File: src/rtl/brx_pkg.sv
package brx_pkg;
  localparam int INSTR_W = 32;
  localparam int OP_HI   = 31;
  localparam int OP_LO   = 26;
  localparam int OP_W    = OP_HI - OP_LO + 1;
  localparam int OFF_W   = 16;
  localparam logic [OP_W-1:0]    OP_BEQ   = 6'b000100;
  localparam logic [INSTR_W-1:0] NOP_WORD = '0;

  // opcode field of a decode word
  function automatic logic [OP_W-1:0] op_of(input logic [INSTR_W-1:0] w);
    return w[OP_HI:OP_LO];
  endfunction

  // offset field of a decode word
  function automatic logic [OFF_W-1:0] off_of(input logic [INSTR_W-1:0] w);
    return w[OFF_W-1:0];
  endfunction
endpackage

File: src/rtl/brx_resolve.sv
module brx_resolve
  import brx_pkg::*;
#(
  parameter int DATA_W = 32,
  parameter int PC_W   = 32
) (
  input  logic [OP_W-1:0]   op_i,
  input  logic [OFF_W-1:0]  off_i,
  input  logic [PC_W-1:0]   pc4_i,
  input  logic [DATA_W-1:0] a_i,
  input  logic [DATA_W-1:0] b_i,
  output logic              taken_o,
  output logic [PC_W-1:0]   target_o
);
  localparam int EXT_W = PC_W - OFF_W;

  function automatic logic [PC_W-1:0] calc_target(input logic [PC_W-1:0] base,
                                                  input logic [OFF_W-1:0] off);
    logic [PC_W-1:0] sx;
    sx = {{EXT_W{off[OFF_W-1]}}, off};
    return base + (sx << 2);
  endfunction

  logic is_beq_w;
  logic eq_w;

  assign is_beq_w = (op_i == OP_BEQ);
  assign eq_w     = (a_i == b_i);
  assign taken_o  = is_beq_w & eq_w;
  assign target_o = calc_target(pc4_i, off_i);
endmodule

File: src/rtl/brx_pc_reg.sv
module brx_pc_reg #(
  parameter int              PC_W     = 32,
  parameter logic [PC_W-1:0] RESET_PC = '0
) (
  input  logic            clk,
  input  logic            rst_n,
  input  logic            hold_i,
  input  logic            redirect_i,
  input  logic [PC_W-1:0] target_i,
  output logic [PC_W-1:0] pc_o,
  output logic [PC_W-1:0] pc4_o
);
  logic [PC_W-1:0] pc_q;

  assign pc4_o = pc_q + PC_W'(4);
  assign pc_o  = pc_q;

  always_ff @(posedge clk) begin
    if (!rst_n)          pc_q <= RESET_PC;
    else if (hold_i)     pc_q <= pc_q;
    else if (redirect_i) pc_q <= target_i;
    else                 pc_q <= pc4_o;
  end
endmodule

File: src/rtl/brx_ifid_reg.sv
module brx_ifid_reg
  import brx_pkg::*;
#(
  parameter int PC_W = 32
) (
  input  logic               clk,
  input  logic               rst_n,
  input  logic               hold_i,
  input  logic               flush_i,
  input  logic [INSTR_W-1:0] instr_i,
  input  logic [PC_W-1:0]    pc4_i,
  output logic [INSTR_W-1:0] instr_o,
  output logic [PC_W-1:0]    pc4_o
);
  always_ff @(posedge clk) begin
    if (!rst_n) begin
      instr_o <= NOP_WORD;
      pc4_o   <= '0;
    end else if (hold_i) begin
      instr_o <= instr_o;
      pc4_o   <= pc4_o;
    end else if (flush_i) begin
      instr_o <= NOP_WORD;
      pc4_o   <= '0;
    end else begin
      instr_o <= instr_i;
      pc4_o   <= pc4_i;
    end
  end
endmodule

File: src/rtl/brx_flush_ctr.sv
module brx_flush_ctr #(
  parameter int CNT_W = 8
) (
  input  logic             clk,
  input  logic             rst_n,
  input  logic             inc_i,
  output logic [CNT_W-1:0] cnt_o
);
  always_ff @(posedge clk) begin
    if (!rst_n)     cnt_o <= '0;
    else if (inc_i) cnt_o <= cnt_o + CNT_W'(1);
  end
endmodule

File: src/rtl/brx_decode_branch.sv
module brx_decode_branch
  import brx_pkg::*;
#(
  parameter int              DATA_W   = 32,
  parameter int              PC_W     = 32,
  parameter int              CNT_W    = 8,
  parameter logic [PC_W-1:0] RESET_PC = '0
) (
  input  logic               clk,
  input  logic               rst_n,
  input  logic               stall_i,
  input  logic [INSTR_W-1:0] fetch_instr_i,
  input  logic [DATA_W-1:0]  rs_val_i,
  input  logic [DATA_W-1:0]  rt_val_i,
  output logic [PC_W-1:0]    pc_o,
  output logic [INSTR_W-1:0] ifid_instr_o,
  output logic [PC_W-1:0]    ifid_pc4_o,
  output logic               taken_o,
  output logic               flush_o,
  output logic [PC_W-1:0]    target_o,
  output logic [CNT_W-1:0]   flush_cnt_o
);
  // named internal events
  logic            taken_w;
  logic            flush_w;
  logic [PC_W-1:0] target_w;
  logic [PC_W-1:0] fetch_pc4_w;

  // stall wins: a taken branch waits in decode until released
  assign flush_w = taken_w & ~stall_i;

  brx_resolve #(.DATA_W(DATA_W), .PC_W(PC_W)) resolve_i (
    .op_i     (op_of(ifid_instr_o)),
    .off_i    (off_of(ifid_instr_o)),
    .pc4_i    (ifid_pc4_o),
    .a_i      (rs_val_i),
    .b_i      (rt_val_i),
    .taken_o  (taken_w),
    .target_o (target_w)
  );

  brx_pc_reg #(.PC_W(PC_W), .RESET_PC(RESET_PC)) pc_i (
    .clk        (clk),
    .rst_n      (rst_n),
    .hold_i     (stall_i),
    .redirect_i (flush_w),
    .target_i   (target_w),
    .pc_o       (pc_o),
    .pc4_o      (fetch_pc4_w)
  );

  brx_ifid_reg #(.PC_W(PC_W)) ifid_i (
    .clk     (clk),
    .rst_n   (rst_n),
    .hold_i  (stall_i),
    .flush_i (flush_w),
    .instr_i (fetch_instr_i),
    .pc4_i   (fetch_pc4_w),
    .instr_o (ifid_instr_o),
    .pc4_o   (ifid_pc4_o)
  );

  brx_flush_ctr #(.CNT_W(CNT_W)) ctr_i (
    .clk   (clk),
    .rst_n (rst_n),
    .inc_i (flush_w),
    .cnt_o (flush_cnt_o)
  );

  assign taken_o  = taken_w;
  assign flush_o  = flush_w;
  assign target_o = target_w;
endmodule

File: config.mk
export PLATFORM = sky130hd
export DESIGN_NAME = brx_decode_branch
export DESIGN_NICKNAME = d
export VERILOG_FILES = /design/src/rtl/brx_pkg.sv /design/src/rtl/brx_resolve.sv /design/src/rtl/brx_pc_reg.sv /design/src/rtl/brx_ifid_reg.sv /design/src/rtl/brx_flush_ctr.sv /design/src/rtl/brx_decode_branch.sv
export SDC_FILE = /design/constraint.sdc
export NUM_CORES = 1
export LEC_CHECK = 0
export ABC_AREA = 0
export BUFFER_PORTS_ARGS = -buffer_cell sky130_fd_sc_hd__buf_2
export CAP_MARGIN = 10
export CORE_MARGIN = 5
export CORE_UTILIZATION = 49
export CTS_CLUSTER_DIAMETER = 50
export DETAILED_ROUTE_END_ITERATION = 16
export PLACE_DENSITY_LB_ADDON = 0.08
export SETUP_SLACK_MARGIN = 0.3
export SLEW_MARGIN = 20
export SYNTH_ARGS = -nofsm -noshare
export SYNTH_HDL_FRONTEND = slang
export SYNTH_HIERARCHICAL = 1
export SYNTH_SLANG_ARGS = --single-unit
File: constraint.sdc
create_clock -name clk -period 3.3 [get_ports clk]
set_input_delay 0.165 -clock clk [delete_from_list [all_inputs] [get_ports clk]]
set_output_delay 0.165 -clock clk [all_outputs]
set_load 0.01 [all_outputs]
==> results.sh <==
export IMPL_met3_usage_pct=7.75
export IMPL_syn_avg_cell_area_um2=8.03
export IMPL_cts_made_buffers=9
export IMPL_die_area_um2=17400
export IMPL_leakagePower_uw=0.00431
export IMPL_clk_pin_slew_worst_paths_ns=0.07
export IMPL_finish_utilization_pct=64.1
export IMPL_synth_edff_count=0
export IMPL_vias=7586
export IMPL_ant_nets=0
export IMPL_grt_max_degree=72
export IMPL_cp_start_kind="register"
export IMPL_rows=44
export IMPL_grt_pass1_wl_mm=37.6
export IMPL_finalCritPeriodShare_pct=93.2
export IMPL_drcViolationCount=0
export IMPL_holdWs_ns=0.0347
export IMPL_final_nets=1265
export IMPL_die_y_um=132
export IMPL_post_drt_wl_per_cell_um=18.0
export IMPL_async_flop_share_pct=0
export IMPL_cts_sinks=104
export IMPL_die_w_um=132
export IMPL_cts_hold_buf=0
export IMPL_cts_tree="built"
export IMPL_place_area_um2=8480
export IMPL_grt_overflow_total=0
export IMPL_synth_nets=1037
export IMPL_criticalPathCategory="reg2out"
export IMPL_sequentialPowerShare_pct=45.5
export IMPL_p_per_area_nw_per_um2=310
export IMPL_power_frac_clock_pct=38.6
export IMPL_power_switching_uw=807
export IMPL_tightest_slew_ns=0.714
export IMPL_crit_fanout=4
export IMPL_required_ns=3.13
export IMPL_grt_usage_pct=26.0
export IMPL_grtUsageMet1_pct=34.2
export IMPL_max_slew_margin_pct=52.4
export IMPL_yosys_warnings=6
export IMPL_core_um2=14500
export IMPL_preCtsSetupSlack_ns=0.353
export IMPL_hold_viol_final=0
export IMPL_antenna_found_initial=0
export IMPL_sw_frac_of_total_pct=27.9
export IMPL_cts_buffer_depth=2
export IMPL_hpwl_mm=17.7
export IMPL_vdd_drop_max_uv=263
export IMPL_initial_core_util_pct=50.1
export IMPL_yosys_cell_types_count=74
export IMPL_hold_class="in2reg"
export IMPL_ios=237
export IMPL_slew_violations=0
export IMPL_drtIter0Drc=592
export IMPL_fin_ws_ns=0.225
export IMPL_status="complete, no violations"
export IMPL_synth_seq_cells=104
export IMPL_busiest_layer="met2"
export IMPL_area_growth_pct=28.0
export IMPL_portBuffers=236
export IMPL_crit_path_end_kind="output port"
export IMPL_p_int_uw=2080
export IMPL_fin_setup_tns_ns=0
export IMPL_diodes=0
export IMPL_grtUsageMet2_pct=41.2
export IMPL_synthCells=906
export IMPL_setup_viol=0
export IMPL_grt_pass1_vias=7058
export IMPL_max_freq_mhz=325
export IMPL_skew_ns=0.0102
export IMPL_rrSetupSlack_ns=0.41
export IMPL_totalWireLength_mm=23.8
export IMPL_rsz0062_at_grt="yes"
export IMPL_gp_congestion=0.943
export IMPL_drv_cap=0
export IMPL_final_area_um2=9320
export IMPL_synth_area_um2=7280
export IMPL_ys_seq_area_share_pct=28.6
export IMPL_synth_flop_cell="dfxtp_1"
export IMPL_post_synth_top_area_cell="dfxtp_1"
export IMPL_drive_gt1_share_pct=35.4
export IMPL_firstDrtPassIters=5
export IMPL_critPathArrivalTime_ns=2.91
export IMPL_post_route_min_period_ns=3.07
export IMPL_synthTopCellsByArea="dfxtp_1 29%, xor2_1 7.2%, nand2_1 6.0%"
export IMPL_via_per_inst=5.73
export IMPL_clk_latency_ns=0.36
export IMPL_synth_top_cell_area_share_pct=28.6
export IMPL_clockRootBuffer="clkbuf_16"
export IMPL_htree_levels=3
export IMPL_combPwrFrac_pct=15.9
[final cells by class]
type                            count  area, um^2
Fill cell                        1341        5220
Multi-Input combinational cell    722        5070
Sequential cell                   104        2090
Timing Repair Buffer              280        1550
Clock buffer                       13         280
Tap cell                          184         230
Inverter                           17        63.8
Clock inverter                      3        28.8
[power groups by stage]
stage               registers (uW)  clock network [uW]  logic, uW
global route                  1320                1190        502
finish                        1310                1120        459
detailed placement            1340                   0        422
global placement              1340                   0        420
floorplan                     1350                   0        233
CTS                           1310                1140        437
[per-layer routing]
metal | wire length (um) | vias to the layer above
met5 | 0 | -
met1 | 10400 | 3548
met2 | 11100 | 276
met3 | 1760 | 39
met4 | 609 | 0
li1 | - | 3723
[worst paths after layout]
kind,cells past startpoint,end,from
max,11,target_o[30],ifid_i/pc4_o[2]
min,3,ifid_i/instr_o[21],fetch_instr_i[21]
max reg2reg,15,pc_i/pc_o[24],ifid_i/pc4_o[2]
min reg2reg,2,ifid_i/pc4_o[0],pc_i/pc_o[0]
[flip-flops by register name (all words and copies together) (netlist names)]
name and flops:
ctr_i/cnt_o 8, ifid_i/pc4_o 32, ifid_i/instr_o 32, pc_i/pc_o 32
[synthesized netlist by cell type, types with 3 or more instances]
cell type,instances
nand2_1,117
dfxtp_1,104
nand3_1,86
xor2_1,60
a21oi_1,50
nor2_1,37
o21ai_0,36
o21ai_2,36
ha_1,31
xnor2_1,31
clkbuf_1,27
o21ai_1,27
inv_1,16
nand4_1,15
buf_2,13
nor3_1,13
a21o_1,12
mux2i_1,11
nor2b_1,11
nor4_1,11
and3_1,10
buf_4,10
a31oi_1,9
and2_1,9
and4_1,9
buf_6,8
a22o_1,6
o21a_1,6
o31ai_1,6
or3_1,6
a211oi_1,5
a21boi_1,5
buf_1,5
a22oi_1,4
a32o_1,4
o211ai_1,4
nand2b_1,3
nor3b_1,3
nor4_2,3
nor4_4,3
o22ai_1,3
o31a_1,3
[repair_timing]
item | CTS | global route
endpoints found under the setup margin | 11 | 21
resized for setup | 18 | 43
pin swaps | 13 | 18
buffers inserted | 19 | 10
[cell usage in the layout (no fill, tap or decap), types with 4 or more instances in the layout]
| cell | n |
|---|---|
| a31oi_1 | 9 |
| a21boi_1 | 4 |
| a21o_1 | 12 |
| a21oi_1 | 46 |
| clkbuf_16 | 9 |
| nor3_1 | 12 |
| nand3_1 | 86 |
| and2_1 | 9 |
| nor2b_1 | 10 |
| and4_1 | 8 |
| clkbuf_8 | 4 |
| o21ai_1 | 29 |
| inv_1 | 15 |
| nand2_1 | 116 |
| xnor2_2 | 5 |
| buf_2 | 234 |
| a211oi_1 | 4 |
| nand4_1 | 15 |
| a22o_1 | 6 |
| and3_1 | 9 |
| mux2i_1 | 11 |
| ha_1 | 14 |
| o21ai_0 | 34 |
| xnor2_1 | 26 |
| nor4_1 | 11 |
| o31ai_1 | 6 |
| ha_4 | 10 |
| o211ai_1 | 4 |
| xor2_1 | 59 |
| nor2_1 | 37 |
| buf_4 | 41 |
| a21oi_2 | 4 |
| ha_2 | 7 |
| a32o_1 | 4 |
| o21a_1 | 6 |
| or3_1 | 6 |
| dfxtp_1 | 101 |
| o21ai_2 | 36 |
[per-stage QoR]
| step | std cells | total power, uW |
|---|---|---|
| global placement | 1278 | 1760 |
| detailed placement | 1278 | 1760 |
| finish | 1323 | 2890 |
| CTS | 1313 | 2890 |
| global route | 1323 | 3020 |
| floorplan | 906 | 1580 |
[kinds of logic after synthesis]
logic type                 Yosys count  share of synthesized area (%)
xor gates and xnor gates            91                           11.0
DFF                                104                           28.6
and+or+nand+nor                    351                           25.4
buffers and inverters               80                           5.69
AOI/OAI and AO/OA                  237                           22.2
muxes                               11                           1.51
adders and majority gates           32                           5.61
[critical path, cell delays in order, from the launching register on]
cell and delay (ns):
dfxtp_2 0.36, ha_4 0.15, inv_2 0.04, fa_2 0.34
nor2b_2 0.14, o31a_1 0.24, o31ai_4 0.10, a211oi_4 0.35
a41oi_2 0.19, o21ai_1 0.19, xor2_1 0.27, buf_2 0.19
(Power assumes the default switching activity.)
